===== config.mk =====
export PLATFORM = sky130hd
export DESIGN_NAME = i2c_start_ctrl
export DESIGN_NICKNAME = d
export VERILOG_FILES = /design/src/rtl/i2c_start_pkg.sv /design/src/rtl/i2c_start_gate.sv /design/src/rtl/i2c_start_timer.sv /design/src/rtl/i2c_start_seq.sv /design/src/rtl/i2c_start_ctrl.sv
export SDC_FILE = /design/constraint.sdc
export NUM_CORES = 1
export LEC_CHECK = 0
export BUFFER_PORTS_ARGS = -buffer_cell sky130_fd_sc_hd__buf_4
export CORE_AREA = 10 10 54 52
export DETAILED_ROUTE_END_ITERATION = 6
export DIE_AREA = 0 0 64 62
export GPL_TIMING_DRIVEN = 0
export PLACE_DENSITY = 0.87
export RECOVER_POWER = 50
export SYNTH_ARGS = -nofsm -noshare
export SYNTH_HDL_FRONTEND = slang
export SYNTH_SLANG_ARGS = --single-unit

===== constraint.sdc =====
create_clock -name clk -period 2.1 [get_ports clk]
set_input_delay 0.21 -clock clk [delete_from_list [all_inputs] [get_ports clk]]
set_output_delay 0.21 -clock clk [all_outputs]
set_load 0.05 [all_outputs]

===== src/rtl/i2c_start_pkg.sv =====
package i2c_start_pkg;
  typedef enum logic [2:0] {
    ST_IDLE = 3'd0,
    ST_RESV = 3'd1,
    ST_WREL = 3'd2,
    ST_HOLD = 3'd3,
    ST_DONE = 3'd4
  } seq_st_e;
endpackage


===== src/rtl/i2c_start_gate.sv =====
module i2c_start_gate (
  input  logic clk,
  input  logic rst_n,
  input  logic enable,
  input  logic start_wr,
  input  logic stop_wr,
  input  logic exit_cmd,
  input  logic arb_lost,
  input  logic wait_st,
  input  logic master_rx,
  input  logic ack_en,
  input  logic last_rx_done,
  output logic legal,
  output logic req_rej
);
  logic rx_ok;
  logic rej_d, rej_q;

  // During reception only the final-byte wait window admits a trigger
  always_comb begin
    rx_ok = !master_rx || (wait_st && !ack_en && last_rx_done);
    legal = enable && !stop_wr && !exit_cmd && !arb_lost && rx_ok;
    rej_d = start_wr && !legal;
  end

  always_ff @(posedge clk or negedge rst_n) begin
    if (!rst_n) rej_q <= 1'b0;
    else        rej_q <= rej_d;
  end

  assign req_rej = rej_q;

  p_stop_collide_r8: assert property (@(posedge clk) disable iff (!rst_n)
    (start_wr && stop_wr) |=> req_rej);

  p_rx_ack_block_r10: assert property (@(posedge clk) disable iff (!rst_n)
    (start_wr && master_rx && ack_en) |=> req_rej);
endmodule


===== src/rtl/i2c_start_timer.sv =====
module i2c_start_timer #(
  parameter int HOLD_W = 8
) (
  input  logic              clk,
  input  logic              rst_n,
  input  logic              load,
  input  logic              dec,
  input  logic [HOLD_W-1:0] load_val,
  output logic              zero
);
  localparam logic [HOLD_W-1:0] ONE = HOLD_W'(1);

  logic [HOLD_W-1:0] cnt_q, cnt_d;
  logic              cnt_en;

  always_comb begin
    cnt_en = load || (dec && (cnt_q != '0));
    cnt_d  = load ? load_val : (cnt_q - ONE);
  end

  always_ff @(posedge clk or negedge rst_n) begin
    if (!rst_n)      cnt_q <= '0;
    else if (cnt_en) cnt_q <= cnt_d;
  end

  assign zero = (cnt_q == '0);

  p_hold_countdown_r1: assert property (@(posedge clk) disable iff (!rst_n)
    (dec && !load && !zero) |=> (cnt_q == $past(cnt_q) - ONE));
endmodule


===== src/rtl/i2c_start_seq.sv =====
module i2c_start_seq
  import i2c_start_pkg::*;
(
  input  logic clk,
  input  logic rst_n,
  input  logic accept,
  input  logic clear,
  input  logic bus_free,
  input  logic wait_st,
  input  logic tmr_zero,
  output logic tmr_load,
  output logic tmr_dec,
  output logic sda_oe,
  output logic scl_oe,
  output logic start_done,
  output logic pending
);
  seq_st_e state_q, state_d;

  always_comb begin
    state_d = state_q;
    if (clear) begin
      state_d = ST_IDLE;
    end else begin
      unique case (state_q)
        ST_IDLE: if (accept) begin
                   if (wait_st)       state_d = ST_WREL;
                   else if (bus_free) state_d = ST_HOLD;
                   else               state_d = ST_RESV;
                 end
        ST_RESV: if (bus_free) state_d = ST_HOLD;
        ST_WREL: if (!wait_st) state_d = ST_HOLD;
        ST_HOLD: if (tmr_zero) state_d = ST_DONE;
        ST_DONE: state_d = ST_IDLE;
        default: state_d = ST_IDLE;
      endcase
    end
  end

  always_ff @(posedge clk or negedge rst_n) begin
    if (!rst_n) state_q <= ST_IDLE;
    else        state_q <= state_d;
  end

  always_comb begin
    tmr_load   = (state_d == ST_HOLD) && (state_q != ST_HOLD);
    tmr_dec    = (state_q == ST_HOLD);
    sda_oe     = (state_q == ST_HOLD) || (state_q == ST_DONE);
    scl_oe     = (state_q == ST_DONE);
    start_done = (state_q == ST_DONE);
    pending    = (state_q != ST_IDLE);
  end

  p_done_after_zero_r2: assert property (@(posedge clk) disable iff (!rst_n)
    (state_q == ST_DONE) |-> $past(tmr_zero && state_q == ST_HOLD));

  p_resv_holds_r3: assert property (@(posedge clk) disable iff (!rst_n)
    (state_q == ST_RESV && !bus_free && !clear) |=> (state_q == ST_RESV));

  p_wait_holds_r4: assert property (@(posedge clk) disable iff (!rst_n)
    (state_q == ST_WREL && wait_st && !clear) |=> (state_q == ST_WREL));
endmodule


===== src/rtl/i2c_start_ctrl.sv =====
module i2c_start_ctrl #(
  parameter int HOLD_W = 8
) (
  input  logic              clk,
  input  logic              rst_n,
  input  logic              enable,
  input  logic              start_wr,
  input  logic              stop_wr,
  input  logic              exit_cmd,
  input  logic              arb_lost,
  input  logic              bus_free,
  input  logic              wait_st,
  input  logic              master_rx,
  input  logic              ack_en,
  input  logic              last_rx_done,
  input  logic [HOLD_W-1:0] hold_cnt,
  output logic              sda_oe,
  output logic              scl_oe,
  output logic              pending,
  output logic              start_done,
  output logic              req_rej,
  output logic              trig_rd
);
  logic [1:0] rst_sync_q;
  logic       rst_int_n;
  logic       legal, accept, clear;
  logic       tmr_load, tmr_dec, tmr_zero;

  // Reset asserts at once, releases on the clock
  always_ff @(posedge clk or negedge rst_n) begin
    if (!rst_n) rst_sync_q <= 2'b00;
    else        rst_sync_q <= {rst_sync_q[0], 1'b1};
  end
  assign rst_int_n = rst_sync_q[1];

  i2c_start_gate u_gate (
    .clk(clk), .rst_n(rst_int_n), .enable(enable), .start_wr(start_wr),
    .stop_wr(stop_wr), .exit_cmd(exit_cmd), .arb_lost(arb_lost),
    .wait_st(wait_st), .master_rx(master_rx), .ack_en(ack_en),
    .last_rx_done(last_rx_done), .legal(legal), .req_rej(req_rej)
  );

  always_comb begin
    accept = start_wr && legal;
    clear  = !enable || exit_cmd || arb_lost;
  end

  i2c_start_timer #(.HOLD_W(HOLD_W)) u_timer (
    .clk(clk), .rst_n(rst_int_n), .load(tmr_load), .dec(tmr_dec),
    .load_val(hold_cnt), .zero(tmr_zero)
  );

  i2c_start_seq u_seq (
    .clk(clk), .rst_n(rst_int_n), .accept(accept), .clear(clear),
    .bus_free(bus_free), .wait_st(wait_st), .tmr_zero(tmr_zero),
    .tmr_load(tmr_load), .tmr_dec(tmr_dec), .sda_oe(sda_oe),
    .scl_oe(scl_oe), .start_done(start_done), .pending(pending)
  );

  // The trigger is an action, not a stored bit
  assign trig_rd = 1'b0;

  p_arb_clear_r5: assert property (@(posedge clk) disable iff (!rst_int_n)
    arb_lost |=> (!pending && !sda_oe && !scl_oe));

  p_exit_clear_r6: assert property (@(posedge clk) disable iff (!rst_int_n)
    exit_cmd |=> !pending);

  p_disable_clear_r7: assert property (@(posedge clk) disable iff (!rst_int_n)
    !enable |=> !pending);

  p_rej_no_pend_r8: assert property (@(posedge clk) disable iff (!rst_int_n)
    (start_wr && stop_wr && !pending) |=> !pending);
endmodule


## Word-level counts from Yosys, hierarchy flattened

Cells that the tools add are included.

- Multiplexer cells: 9
- Equal/unequal tests: 6
- $add $sub $neg: 1
- Reductions and logical operators: 26

Operators with widths:

| operator | number |
|---|---|
| two-way mux 3 bit | 6 |
| one-hot mux 3 bit (4 select lines) | 1 |
| logical AND 1 bit | 10 |
| == test 3 x 2 -> 1 bit, second input constant | 3 |
| logical NOT 8 bit | 1 |
| two-way mux 8 bit | 1 |
| nonzero test 8 bit | 1 |
| subtractor 8 x 1 -> 8 bit, second input constant | 1 |
| logical NOT 1 bit | 7 |
| logical OR 1 bit | 5 |
| == test 3 x 1 -> 1 bit, second input constant | 1 |
| == test 3 bit, second input constant | 1 |
| logical NOT 3 bit | 1 |
| != test 3 x 2 -> 1 bit, second input constant | 1 |
| nonzero test 3 bit | 1 |
| two-way mux 2 bit | 1 |

- Bits in registers: 14
- Input bits: 20
- Word-level logic and storage cells: 46
- Output and inout port bits: 6

## Logic depth before layout (Yosys ltp)

Gate-level depths: netlist of run 1.

- Depth after elaboration: 12
- Depth in mapped cells: 8
- Gate-level depth less buffers: 7

## Modules after synthesis

A second synthesis of run 1 with hierarchy kept.

- Cells, all modules: 95
- Area total of the unflattened synthesis: 875.8 um^2

Modules (own cells, without submodules):

| module | area an instance (um^2) | sequential area each (um^2) | cells each | times used |
|---|---|---|---|---|
| i2c_start_timer | 528.0 | 200.2 | 58 | 1 |
| i2c_start_seq | 205.2 | 75.1 | 24 | 1 |
| i2c_start_ctrl | 80.1 | 50.0 | 7 | 1 |
| i2c_start_gate | 62.6 | 25.0 | 6 | 1 |

## Least setup slack after synthesis of run 1

Ideal clock, no wire load.

- Path kind: register -> output
- Start: register u_seq.state_q[0]
- End: output port sda_oe
- Path slack: -365 ps
- Required time: 1890 ps
- Arrival time: 2255 ps
- Stages on the path, launching flop included: 4
- Buffers on the path: 1
- Cell sequence: dfrtp_1 -> buf_2 -> nor3b_1 -> or2_1

- Longest elaborated chain between the ends: 2
- Elaborated cells on any way between the ends: 3
- Those cells by class: eq/ne: 2; reduce/logical: 1

RTL lines:

| element | line | source |
|---|---|---|
| from (decl) | i2c_start_seq.sv:18 | `seq_st_e state_q, state_d;` |
| from (signal assigned) | i2c_start_seq.sv:42 | `else state_q <= state_d;` |
| == test 3 bit | -- |  |
| named net scl_oe | i2c_start_ctrl.sv:18 | `output logic scl_oe,` |
| logical OR 1 bit | i2c_start_seq.sv:48 | `sda_oe = (state_q == ST_HOLD) \|\| (state_q == ST_DONE);` |
| to (decl) | i2c_start_ctrl.sv:17 | `output logic sda_oe,` |

The timed path passes the listed nets, and every way through them passes these cells.

## Worst setup path after layout of run 1

- Start: register u_timer.cnt_q[0]
- End: register u_timer.cnt_q[6]

- Longest elaborated chain between the ends: 7
- Elaborated cells on any way between the ends: 11
- Those cells by class: add/sub: 1; eq/ne: 1; mux: 4; reduce/logical: 5

RTL lines:

| element | line | source |
|---|---|---|
| from (decl) | i2c_start_timer.sv:13 | `logic [HOLD_W-1:0] cnt_q, cnt_d;` |
| from (signal assigned) | i2c_start_timer.sv:23 | `else if (cnt_en) cnt_q <= cnt_d;` |
| logical NOT 8 bit | i2c_start_timer.sv:26 | `assign zero = (cnt_q == '0);` |
| two-way mux 3 bit | i2c_start_seq.sv:33 | `ST_HOLD: if (tmr_zero) state_d = ST_DONE;` |
| one-hot mux 3 bit (4 select lines) | i2c_start_seq.sv:25 | `unique case (state_q)` |
| two-way mux 3 bit | i2c_start_seq.sv:22 | `if (clear) begin` |
| == test 3 x 2 -> 1 bit | i2c_start_seq.sv:46 | `tmr_load = (state_d == ST_HOLD) && (state_q != ST_HOLD);` |
| logical AND 1 bit | i2c_start_seq.sv:46 |  |
| two-way mux 8 bit or logical OR 1 bit (tied branches) | i2c_start_timer.sv:18, i2c_start_timer.sv:17 |  |

Several ways; a longest one is shown, not always the timed one.
A chain may end at the register's enable or synchronous reset.

==> impl_summary.txt, run 1 <==
----------------------------------------------------
[Run]
  Max-cap violations ... 0

[Global route]
  All-layer global routing usage ... 10.9%
  Global-route wire length before repair ... 3370 microns
  Number of antenna violations at the first check in global routing ... 0
  Largest net degree at the start of global routing ... 13
  Total congestion overflow after global routing ... 0
  Vias in the first global route ... 785

[Detailed routing]
  Initial detailed-routing violation count ... 23
  Detailed-route wire length per cell ... 13.6 microns
  Overall routed net length ... 2000 microns
  Post-route antenna net violation count ... 0
  Via count ... 766
  DRC violations left ... 0
  1st-pass router iterations ... 4
  Post-detailed-route via-to-cell ratio ... 5.21

[Synthesis]
  Synth Area per Inst ... 9.76 sq um
  Share of Yosys cell area claimed by the top area cell type ... 39.4%
  Commonest register cell after synthesis ... sky130_fd_sc_hd__dfrtp_1
  Post-synthesis async set-or-reset flop share ... 100%
  Net count after synthesis ... 112
  Number of standard cells after synthesis ... 91
  Number of unique standard cell types used by synthesis ... 34
  Total of flip-flops plus latches after synthesis ... 14
  Top post-synthesis cells by area ... sky130_fd_sc_hd__dfrtp_1 39%, sky130_fd_sc_hd__mux2_1 8.9%, sky130_fd_sc_hd__mux2i_1 4.5%
  Post-synth top area cell ... sky130_fd_sc_hd__dfrtp_1
  Most numerous cell in the Yosys netlist ... sky130_fd_sc_hd__dfrtp_1
  Number of synthesis warnings ... 0
  Number of synthesized flops with an enable pin ... 0
  Ranking of synthesized cells by instance count ... 14 x sky130_fd_sc_hd__dfrtp_1, 7 x sky130_fd_sc_hd__mux2_1, 6 x sky130_fd_sc_hd__nand2_1
  Sequential area share after synthesis ... 39.4%
  Mapped Area ... 888 sq um

[Worst setup path]
  Cell count along the critical path ... 7
  Launch point of the worst reg-to-reg path ... u_timer.cnt_q[0]$_DFFE_PN0P_
  Largest fanout on the critical path ... 4
  Startpoint of the most critical setup path ... u_timer.cnt_q[0]$_DFFE_PN0P_
  Worst setup path category ... reg2reg
  Sort of element at the start of the critical path ... flop
  Master of the slowest instance on the critical path ... sky130_fd_sc_hd__or4_1
  Category of cells accounting for the largest share of critical-path delay ... simple AND/OR/NAND/NOR gates
  Length in cells of the worst reg-to-reg path ... 7
  Required time reported for the critical path endpoint ... 2.28 ns
  Critical path buffers and inverters ... 1
  CP Cell Sequence ... inv_1 > ha_2 > and2b_1 > nand2_2 > or4_1 > mux2_1 > mux2_4
  Kind of end point of the critical path ... flop
  Data arrival at the endpoint of the critical path ... 2.23 ns
  Reg-to-Reg End ... u_timer.cnt_q[6]$_DFFE_PN0P_
  Internal reg-to-reg setup slack ... 0.05 ns
  Capture point of the worst path ... u_timer.cnt_q[6]$_DFFE_PN0P_
  Largest stage delay on the critical path ... 0.42 ns

[STA]
  F_max ... 487 MHz
  Smallest setup slack after layout ... 0.0486 ns
  Pins Over Slew Limit ... 0
  Relative max-transition margin ... 66.1%
  Slew at the pin with the worst max-slew slack ... 0.508 ns
  Setup skew after layout ... 0.00166 ns
  Number of hold violations in the final report ... 0
  Worst slack on hold paths ... 0.133 ns
  Count of endpoints failing setup in the final report ... 0
  Share of the cycle needed by the critical path after routing ... 97.7%
  Final critical-path required period ... 2.05 ns
  Fin Setup TNS ... 0 ns

[Layout]
  Summed area of non-filler cells in the final layout ... 0.00119 sq mm
  Layout cells sized above 1 ... 36.9%
  Diodes inserted ... 0
  Finished Core Util ... 66.5%
  Area growth from synthesis to final layout ... 33.5%
  Count of non-filler cells in the finished layout ... 147
  Final nets ... 144
  Fillcell total ... 146

[Min path]
  Hold Path Class ... in2reg
  Min-Delay Startpoint ... hold_cnt[4]

[Die]
  Die area ... 0.00397 sq mm
  Die Span Y ... 62 microns
  Initial Util ... 49.8%
  I/O pin count ... 26
  Num rows ... 15
  Die X-Extent ... 64 microns
  Core Box Area ... 0.00178 sq mm

[Clock tree]
  Clock tree from TritonCTS ... done
  Worst-skew pair later-pin latency ... 0.29 ns
  CTS HTree Levels ... 1
  Clock-pin slew reported for the worst setup and hold paths after clock tree synthesis ... 0.09 ns
  CTS max path bufs ... 2
  Clock root cell ... sky130_fd_sc_hd__clkbuf_4
  Num Clock Sinks ... 14
  Number of buffers inserted during clock tree synthesis ... 3

[Power and ir drop]
  Static Leak ... 0.591 nW
  Total power draw ... 570 uW
  Pwr per Cell Area ... 481 mW/mm^2
  Peak VDD IR ... 0.404 mV

[Placed design]
  Placement-stage worst setup slack ... -0.00280 ns
  Cell Count Post-Placement ... 140
  Post-DP HPWL ... 1560 microns
  Area of placed instances ... 0.00110 sq mm
  Port buffer count ... 24
  Weighted congestion at the end of routability-driven global placement ... 0.813

[Outcome]
  Result of the run ... complete, no violations

----------------------------------------------------
-- placed cells by master (no fill, tap or decap), drive strengths merged, types with 5 or more instances in the layout --
| cell | netlist | routed |
|---|---|---|
| dfrtp | 14 | 14 |
| mux2 | 8 | 8 |
| clkbuf | 0 | 5 |
| buf | 5 | 30 |
| nor2 | 5 | 5 |
| nand2 | 7 | 7 |
| a21oi | 5 | 5 |
-- how the worst min path moves through the flow --
stage,endpoint,depth (start not counted)
finish,u_timer.cnt_q[4]$_DFFE_PN0P_,2
detailed placement,rst_sync_q[0]$_DFF_PN0_,1
global placement,rst_sync_q[1]$_DFF_PN0_,1
CTS,u_timer.cnt_q[4]$_DFFE_PN0P_,2
global route,u_timer.cnt_q[3]$_DFFE_PN0P_,2
floorplan,rst_sync_q[0]$_DFF_PN0_,0
-- cell type report --
class | instances | area (sq um) | share of cell area (%)
multi-input combinational | 68 | 515 | 43.5
sequential | 14 | 350 | 29.5
timing repair buffer | 27 | 205 | 17.3
clock buffer | 4 | 36.3 | 3.06
buffer | 5 | 32.5 | 2.74
tap | 25 | 31.3 | 2.64
inverter | 4 | 15.0 | 1.27
-- flip-flops by register name, indices dropped and copies added, names as in the netlist --
signal / flops
rst_sync_q: 2
u_seq.state_q: 3
u_timer.cnt_q: 8
u_gate.req_rej: 1
-- where the power goes --
part	total, mW	leakage (nW)	internal, mW	switching, mW
Sequential	0.288	0.178	0.277	0.0106
Combinational	0.0805	0.392	0.0463	0.0342
Clock	0.202	0.0210	0.106	0.0961
Total	0.570	0.591	0.429	0.141
-- timing repair --
| item | 4_1_cts | 5_1_grt |
|---|---|---|
| pin swaps | 0 | 1 |
| endpoints found under the hold margin | 2 | 0 |
| endpoints found under the setup margin | 1 | 6 |
| hold buffers | 1 | 0 |
| buffers inserted | 0 | 2 |
| gates cloned | 0 | 0 |
| gates resized for setup | 1 | 3 |
-- kinds of logic after synthesis --
kind of cell               Yosys count  synth area share [%]
and+or+nand+nor                     38                  25.9
DFF                                 14                  39.4
muxes                               12                  15.1
AOI/OAI and AO/OA                   11                  8.03
buffers and inverters                9                  5.35
xor gates and xnor gates             4                  3.94
other                                2                 0.845
adders and majority gates            1                  1.41
-- metal layers --
metal / vias to the layer above / wire length, microns / GRT usage, %
li1: 377 / - / -
met3: 5 / 109 / 2.87
met5: - / 0 / 0
met4: 0 / 48 / 7.48
met2: 27 / 1020 / 18.7
met1: 357 / 826 / 11.7
No activity file was read; power rests on OpenSTA's default activity.
==> run 2, diff against run 1 <==
- ABC_AREA: default -> 1
- CORE_AREA: 10 10 54 52 -> 2 2 47 45
- DIE_AREA: 0 0 64 62 -> 0 0 49 47
- PLACE_DENSITY: 0.87 -> 0.86
==> run 2 against run 1 <==
  * Count of clock-buffer cells in the layout fell by 1
  * Core utilization decreased by 2.8 points
  * Sequential power decreased by 2%
  * Area after synthesis increased by 4.9%
  * Clock skew decreased by 0.00086 ns
  * Fmax increased by 10%
  * Die area shrank 42%
  * Register-to-register slack improved by 0.19 ns
  * Combinational power shrank 27%
  * Synthesized cell count up 31%
==> impl_summary.txt, run 2 <==
----------------------------------------------------
[Outcome]
  Result of the run ... complete, no violations

[Synthesis]
  Number of synthesized flops with an enable pin ... 0 (unchanged)
  Share of Yosys cell area claimed by the top area cell type ... 37.6% (-1.9 points)
  Number of standard cells after synthesis ... 119 (+31%)
  Adder-cell share of the synthesized area ... 1.34% (-0.066 points)
  Multiplexer fraction of the synthesized cell area ... 0% (-15 points)
  Net count after synthesis ... 140 (+25%)
  Synth Area in Compound Gates ... 6.98% (-1.0 points)
  Post-synth top area cell ... sky130_fd_sc_hd__dfrtp_1
  Ranking of synthesized cells by instance count ... 22 x sky130_fd_sc_hd__nand3_1, 19 x sky130_fd_sc_hd__inv_1, 16 x sky130_fd_sc_hd__nand2_1
  Number of unique standard cell types used by synthesis ... 27 (-21%)
  Xor/xnor share of the synthesized area ... 2.82% (-1.1 points)
  Sequential area share after synthesis ... 37.6% (-1.9 points)
  Mapped Area ... 932 sq um (+4.9%)
  Most numerous cell in the Yosys netlist ... sky130_fd_sc_hd__nand3_1
  Synth Area per Inst ... 7.83 sq um (-20%)
  Number of synthesis warnings ... 0 (unchanged)
  Combinational family with the most area after synthesis ... simple AND/OR/NAND/NOR gates
  Area fraction in and, or, nand and nor cells after synthesis ... 40.8% (+15 points)
  Post-synthesis async set-or-reset flop share ... 100% (unchanged)
  Commonest register cell after synthesis ... sky130_fd_sc_hd__dfrtp_1
  Total of flip-flops plus latches after synthesis ... 14 (unchanged)
  Top post-synthesis cells by area ... sky130_fd_sc_hd__dfrtp_1 38%, sky130_fd_sc_hd__nand3_1 12%, sky130_fd_sc_hd__inv_1 7.7%

[Global route]
  All-layer global routing usage ... 19.0% (+8.1 points)
  Number of antenna violations at the first check in global routing ... 0 (unchanged)
  Total congestion overflow after global routing ... 0 (unchanged)
  Vias in the first global route ... 800 (+1.9%)
  Largest net degree at the start of global routing ... 13 (unchanged)
  Global-route wire length before repair ... 3310 microns (-1.8%)

[Placed design]
  Area of placed instances ... 0.00114 sq mm (+3.5%)
  Post-DP HPWL ... 1530 microns (-1.4%)
  Cell Count Post-Placement ... 168 (+20%)
  Port buffer count ... 24 (unchanged)
  Weighted congestion at the end of routability-driven global placement ... 0.802 (-1.3%)

[Detailed routing]
  Met1 WL ... 860 microns (+4.1%)
  Initial detailed-routing violation count ... 18 (-22%)
  1st-pass router iterations ... 4 (unchanged)
  Met3 wire len ... 70 microns (-36%)
  Via count ... 856 (+12%)
  Post-route antenna net violation count ... 0 (unchanged)
  Overall routed net length ... 1970 microns (-1.6%)
  Top metal layer carrying routed signals ... met4
  Routed length on met2 ... 1000 microns (-1.5%)
  Detailed-route wire length per cell ... 11.5 microns (-16%)
  Post-detailed-route via-to-cell ratio ... 4.98 (-4.5%)
  DRC violations left ... 0 (unchanged)

[Worst setup path]
  Largest stage delay on the critical path ... 0.36 ns (-0.06 ns)
  Required time reported for the critical path endpoint ... 2.28 ns (about the same)
  Sort of element at the start of the critical path ... flop
  Launch point of the worst reg-to-reg path ... u_timer.cnt_q[0]$_DFFE_PN0P_
  Master of the slowest instance on the critical path ... sky130_fd_sc_hd__dfrtp_1
  Largest fanout on the critical path ... 10 (+6)
  Kind of end point of the critical path ... flop
  Startpoint of the most critical setup path ... u_timer.cnt_q[0]$_DFFE_PN0P_
  Data arrival at the endpoint of the critical path ... 2.04 ns (-0.19 ns)
  Worst setup path category ... reg2reg
  CP Cell Sequence ... inv_1 > ha_1 > inv_1 > nor2_2 > nand2_1 > nor2_2 > nor2_4 > nor2_4 > nand2_1 > nand3_4 > nand3_1 > nand2_1 > inv_1

[Power and ir drop]
  Total power draw ... 488 uW (-14%)
  Pwr per Cell Area ... 421 mW/mm^2 (-12%)
  Peak VDD IR ... 0.294 mV (-27%)
  Static Leak ... 0.613 nW (+3.7%)

[Layout]
  Leading cell type in the layout, fill and taps excluded ... sky130_fd_sc_hd__buf_4
  Layout cells sized above 1 ... 30.6% (-6.3 points)
  Register with the most flip-flops ... u_timer.cnt_q
  Biggest registers after layout ... u_timer.cnt_q: 8 flops, u_seq.state_q: 3 flops, rst_sync_q: 2 flops
  Count of non-filler cells in the finished layout ... 172 (+17%)
  Fillcell total ... 166 (+14%)
  Summed area of non-filler cells in the final layout ... 0.00116 sq mm (-2.2%)
  Final nets ... 170 (+18%)
  Top library cells by usage in the layout, fill and taps aside ... 25 x sky130_fd_sc_hd__buf_4, 22 x sky130_fd_sc_hd__nand3_1, 19 x sky130_fd_sc_hd__inv_1
  Flip-flop count of the largest register after layout ... 8 (unchanged)
  Area growth from synthesis to final layout ... 24.4%
  Diodes inserted ... 0 (unchanged)

[Clock tree]
  Clock tree from TritonCTS ... done
  CTS max path bufs ... 2 (unchanged)
  Worst-skew pair later-pin latency ... 0.27 ns (-0.02 ns)
  Number of buffers inserted during clock tree synthesis ... 3 (unchanged)
  Num Clock Sinks ... 14 (unchanged)
  Clock root cell ... sky130_fd_sc_hd__clkbuf_4
  Clock-pin slew reported for the worst setup and hold paths after clock tree synthesis ... 0.08 ns (about the same)
  Postcts setup bufs ... 0 (unchanged)
  Post-CTS Resized ... 0 (-1)
  CTS HTree Levels ... 1 (unchanged)

[Die]
  Initial Util ... 51.2% (+1.4 points)
  Die X-Extent ... 49 microns (-23%)
  Die area ... 0.00230 sq mm (-42%)
  Num rows ... 15 (unchanged)
  I/O pin count ... 26 (unchanged)
  Die Span Y ... 47 microns (-24%)
  Core Box Area ... 0.00182 sq mm (+2.1%)

[STA]
  Count of endpoints failing setup in the final report ... 0 (unchanged)
  Fin Setup TNS ... 0 ns (unchanged)
  Number of hold violations in the final report ... 0 (unchanged)
  Final critical-path required period ... 1.86 ns (-0.192 ns)
  Slew at the pin with the worst max-slew slack ... 0.500 ns (-0.00768 ns)
  Share of the cycle needed by the critical path after routing ... 88.5% (-9.1 points)
  Relative max-transition margin ... 66.6% (+0.51 points)
  Unrepaired setup endpoints after global routing ... no
  F_max ... 538 MHz (+10%)
  Pins Over Slew Limit ... 0 (unchanged)
  Setup skew after layout ... 0.000800 ns (-0.000861 ns)

[Run]
  Max-cap violations ... 0 (unchanged)

[Min path]
  Min-Delay Startpoint ... hold_cnt[2]
  Hold Path Class ... in2reg

----------------------------------------------------
-- run 2: cell types whose count changed in the layout (fill, tap and decap cells not counted), sizes merged, moves of 4 or more --
cell	previous run	this run
nand3	2	26
inv	4	20
nand2	7	19
nor2	5	17
mux2	8	0
buf	30	25
mux2i	4	0
-- run 2: timing repair --
action                                  4_1_cts  5_1_grt
hold endpoints to repair                      2        0
hold buffers                                  1        0
endpoints found under the setup margin        0        0
-- run 2: per-layer routing --
layer / up-vias / GRT usage (%)
met5: - / 0
met4: 0 / 8.57
met3: 5 / 2.23
met2: 18 / 35.3
met1: 397 / 23.0
li1: 436 / -
-- run 2: layout make-up --
type / instances / area [sq um] / area share [%]
multi-input combinational: 83 / 479 / 41.3
sequential: 14 / 350 / 30.2
timing repair buffer: 25 / 186 / 16.1
inverter: 20 / 75.1 / 6.47
tap: 25 / 31.3 / 2.70
clock buffer: 3 / 22.5 / 1.94
buffer: 2 / 15.0 / 1.29
-- run 2: cells by family (layout without fill, tap and decap cells) --
family	count (synthesis)	count (layout)
flip-flops	14	14
buffers and inverters	22	50
AND/OR/NAND/NOR	67	67
AO/OA/AOI/OAI	10	10
XOR/XNOR	3	3
other	2	2
adder cells (fa/ha/maj)	1	1
-- run 2: final timing paths --
path                                                endpoint  slack [ns]  cells after the start
worst max-delay path            u_timer.cnt_q[6]$_DFFE_PN0P_        0.24                     13
worst min-delay path            u_timer.cnt_q[2]$_DFFE_PN0P_        0.18                      3
worst max register to register  u_timer.cnt_q[6]$_DFFE_PN0P_        0.24                     13
worst min register to register  u_timer.cnt_q[7]$_DFFE_PN0P_        0.21                      0
max in group asynchronous       u_timer.cnt_q[3]$_DFFE_PN0P_        1.56                      0
min in group asynchronous       u_timer.cnt_q[7]$_DFFE_PN0P_        0.21                      0
-- run 2: through the flow --
step	hold slack [ns]	worst slack, ns	util [%]
after CTS	0.177	0.233	64.6
after global placement	-0.00769	0.302	62.8
final	0.177	0.241	63.7
after global routing	0.189	0.0376	63.7
after detailed placement	-0.00642	0.246	62.8
after floorplan	-0.0856	0.197	-
-- run 2: worst max-delay path: cells and delay by family (launching register included) --
kind / cells / cell delay (ns)
AND/OR/NAND/NOR: 9 / 0.98
adder cells (fa/ha/maj): 1 / 0.19
buffers and inverters: 3 / 0.21
flip-flops: 1 / 0.36
-- run 2: report_power, final --
group,internal (mW),switching (mW)
clock network,0.0665,0.0804
logic,0.0316,0.0271
registers,0.275,0.00745
==> run 3, diff against run 2 <==
--- a/config.mk
+++ b/config.mk
@@ -7,10 +7,10 @@
 export LEC_CHECK = 0
 export ABC_AREA = 1
-export BUFFER_PORTS_ARGS = -buffer_cell sky130_fd_sc_hd__buf_4
-export CORE_AREA = 2 2 47 45
+export BUFFER_PORTS_ARGS = -buffer_cell sky130_fd_sc_hd__buf_2
+export CORE_AREA = 2 2 49 46
 export DETAILED_ROUTE_END_ITERATION = 6
-export DIE_AREA = 0 0 49 47
+export DIE_AREA = 0 0 51 48
 export GPL_TIMING_DRIVEN = 0
-export PLACE_DENSITY = 0.86
+export PLACE_DENSITY = 0.82
 export RECOVER_POWER = 50
 export SYNTH_ARGS = -nofsm -noshare
==> constraint.sdc (replaced) <==
create_clock -name clk -period 2.1 [get_ports clk]
set_input_delay 0.21 -clock clk [delete_from_list [all_inputs] [get_ports clk]]
set_output_delay 0.21 -clock clk [all_outputs]
set_load 0.02 [all_outputs]
==> run 3 against run 2 <==
  * Combinational power fell by 26%
  * Critical path depth did not move
  * Core utilization is 4.8 points lower
  * Cell count increased by 0.58%
  * Clock power grew 28%
  * Final area fell by 3.8%
  * Sequential power hardly changed
  * Wire length is 3.5% lower
  * Largest power group unchanged
  * Critical endpoint unchanged
==> impl_summary.txt, run 3 (synthesis results as in run 2) <==
----------------------------------------------------
[Outcome]
  Result of the run ... complete, no violations

[Worst setup path]
  Capture point of the worst path ... u_timer.cnt_q[6]$_DFFE_PN0P_
  Sort of element at the start of the critical path ... flop
  Worst setup path category ... reg2reg
  Startpoint of the most critical setup path ... u_timer.cnt_q[0]$_DFFE_PN0P_
  Required time reported for the critical path endpoint ... 2.28 ns (about the same)
  CP Cell Sequence ... inv_1 > ha_1 > inv_1 > nor2_2 > nand2_1 > nor2_2 > nor2_4 > nor2_4 > nand2_1 > nand3_4 > nand3_1 > nand2_1 > inv_1
  Reg-to-Reg End ... u_timer.cnt_q[6]$_DFFE_PN0P_
  Largest stage delay on the critical path ... 0.36 ns (about the same)
  Length in cells of the worst reg-to-reg path ... 13 (unchanged)
  Kind of end point of the critical path ... flop
  Data arrival at the endpoint of the critical path ... 2.04 ns (about the same)
  Internal reg-to-reg setup slack ... 0.24 ns (about the same)
  Master of the slowest instance on the critical path ... sky130_fd_sc_hd__dfrtp_1
  Largest fanout on the critical path ... 10 (unchanged)
  Launch point of the worst reg-to-reg path ... u_timer.cnt_q[0]$_DFFE_PN0P_

[Placed design]
  Cell Count Post-Placement ... 168 (unchanged)
  Port buffer count ... 24 (unchanged)
  Weighted congestion at the end of routability-driven global placement ... 0.820 (+2.2%)
  Placement-stage worst setup slack ... 0.266 ns (+0.0207 ns)
  Post-DP HPWL ... 1520 microns (-1.0%)

[Die]
  I/O pin count ... 26 (unchanged)
  Initial Util ... 49.2% (-2.0 points)
  Die area ... 0.00245 sq mm (+6.3%)
  Die X-Extent ... 51 microns (+4.1%)
  Num rows ... 15 (unchanged)
  Core Box Area ... 0.00190 sq mm (+4.1%)
  Die Span Y ... 48 microns (+2.1%)

[STA]
  Final critical-path required period ... 1.86 ns (-0.00157 ns)
  Pins Over Slew Limit ... 0 (unchanged)
  Smallest setup slack after layout ... 0.242 ns (+0.00157 ns)
  Share of the cycle needed by the critical path after routing ... 88.5% (about the same)
  Unrepaired setup endpoints after global routing ... no
  Number of hold violations in the final report ... 0 (unchanged)
  Setup skew after layout ... 0.00411 ns (+0.00331 ns)
  F_max ... 538 MHz (about the same)
  Fin Setup TNS ... 0 ns (unchanged)
  Count of endpoints failing setup in the final report ... 0 (unchanged)

[Layout]
  Fillcell total ... 173 (+4.2%)
  Top library cells by usage in the layout, fill and taps aside ... 23 x sky130_fd_sc_hd__buf_2, 22 x sky130_fd_sc_hd__nand3_1, 19 x sky130_fd_sc_hd__inv_1
  Layout cells sized above 1 ... 31.1% (+0.47 points)
  Area growth from synthesis to final layout ... 19.7%
  Leading cell type in the layout, fill and taps excluded ... sky130_fd_sc_hd__buf_2
  Area occupied by multi-input gates ... 479 sq um (unchanged)
  Count of non-filler cells in the finished layout ... 173 (+0.58%)
  Diodes inserted ... 0 (unchanged)
  Register with the most flip-flops ... u_timer.cnt_q
  Finished Core Util ... 58.9% (-4.8 points)
  Final nets ... 170 (unchanged)
  Combined flip-flop and latch cell area ... 350 sq um (unchanged)
  Flip-flop count of the largest register after layout ... 8 (unchanged)
  Biggest registers after layout ... u_timer.cnt_q: 8 flops, u_seq.state_q: 3 flops, rst_sync_q: 2 flops

[Clock tree]
  CTS max path bufs ... 2 (unchanged)
  Clock root cell ... sky130_fd_sc_hd__clkbuf_4
  Post-CTS Resized ... 0 (unchanged)
  Number of buffers inserted during clock tree synthesis ... 3 (unchanged)
  Worst-skew pair later-pin latency ... 0.28 ns (about the same)
  CTS HTree Levels ... 1 (unchanged)
  Num Clock Sinks ... 14 (unchanged)
  Clock-pin slew reported for the worst setup and hold paths after clock tree synthesis ... 0.08 ns (about the same)
  Clock tree from TritonCTS ... done

[Detailed routing]
  Via count ... 851 (-0.58%)
  Post-route antenna net violation count ... 0 (unchanged)
  1st-pass router iterations ... 4 (unchanged)
  Post-detailed-route via-to-cell ratio ... 4.92 (-1.2%)
  Initial detailed-routing violation count ... 16 (-2)
  Detailed-route wire length per cell ... 11.0 microns (-4.0%)
  Overall routed net length ... 1900 microns (-3.5%)
  DRC violations left ... 0 (unchanged)

[Power and ir drop]
  Static Leak ... 0.604 nW (-1.4%)
  Pwr per Cell Area ... 460 mW/mm^2 (+9.4%)
  Peak VDD IR ... 0.458 mV (+56%)

[Global route]
  Global-route wire length before repair ... 3280 microns (-0.85%)
  Number of antenna violations at the first check in global routing ... 0 (unchanged)
  All-layer global routing usage ... 18.3% (-0.67 points)
  Total congestion overflow after global routing ... 0 (unchanged)
  Vias in the first global route ... 822 (+2.8%)
  Largest net degree at the start of global routing ... 13 (unchanged)

[Run]
  Max-cap violations ... 0 (unchanged)

[Min path]
  Hold Path Class ... in2reg

----------------------------------------------------
==> run 3: power by group <==
group | total, mW | internal, mW | leakage (nW) | switching, mW
Clock | 0.188 | 0.105 | 0.0210 | 0.0828
Sequential | 0.282 | 0.275 | 0.153 | 0.00704
Combinational | 0.0432 | 0.0216 | 0.430 | 0.0216
==> run 3: area by class of cell <==
class | instances | area share (%)
Multi-Input combinational cell | 83 | 42.9
Sequential cell | 14 | 31.4
Timing Repair Buffer | 25 | 11.5
Inverter | 20 | 6.73
Clock buffer | 4 | 3.25
Tap cell | 25 | 2.80
Buffer | 2 | 1.35
==> run 3: worst max-delay path, delay by kind of cell, from the launching register on <==
family	cells	cell delay, ns
and+or+nand+nor	9	0.99
buffers and inverters	3	0.21
DFF	1	0.36
adders and majority gates	1	0.18
==> run 3: layer usage <==
layer	GRT usage [%]	vias to the layer above	routed length, microns
li1	-	438	-
met1	21.4	390	823
met2	33.8	21	976
met3	4.69	2	96
met4	5.95	0	7
met5	0	-	0
==> run 3: repair_timing <==
| item | in CTS | in global routing |
|---|---|---|
| hold buffers | 1 | 0 |
| hold endpoints to repair | 2 | 0 |
| setup buffers | 0 | 0 |
==> run 3: worst min-delay path by stage <==
stage                      from  slack, ns                           end  cells past startpoint
finish              hold_cnt[2]       0.17  u_timer.cnt_q[2]$_DFFE_PN0P_                      3
global route        hold_cnt[2]       0.18  u_timer.cnt_q[2]$_DFFE_PN0P_                      3
CTS                 hold_cnt[2]       0.17  u_timer.cnt_q[2]$_DFFE_PN0P_                      3
detailed placement        rst_n     -0.003       rst_sync_q[1]$_DFF_PN0_                      1
global placement          rst_n     -0.006       rst_sync_q[0]$_DFF_PN0_                      1
floorplan                 rst_n      -0.09       rst_sync_q[0]$_DFF_PN0_                      0
==> run 3: per-stage QoR <==
stage          hold WS (ns)  cell area, sq um  power, mW
4_1_cts               0.175              1130      0.521
2_1_floorplan       -0.0856               932      0.308
3_3_place_gp       -0.00557              1080      0.330
5_1_grt               0.179              1120      0.542
3_5_place_dp       -0.00307              1080      0.332
6_report              0.174              1120      0.514
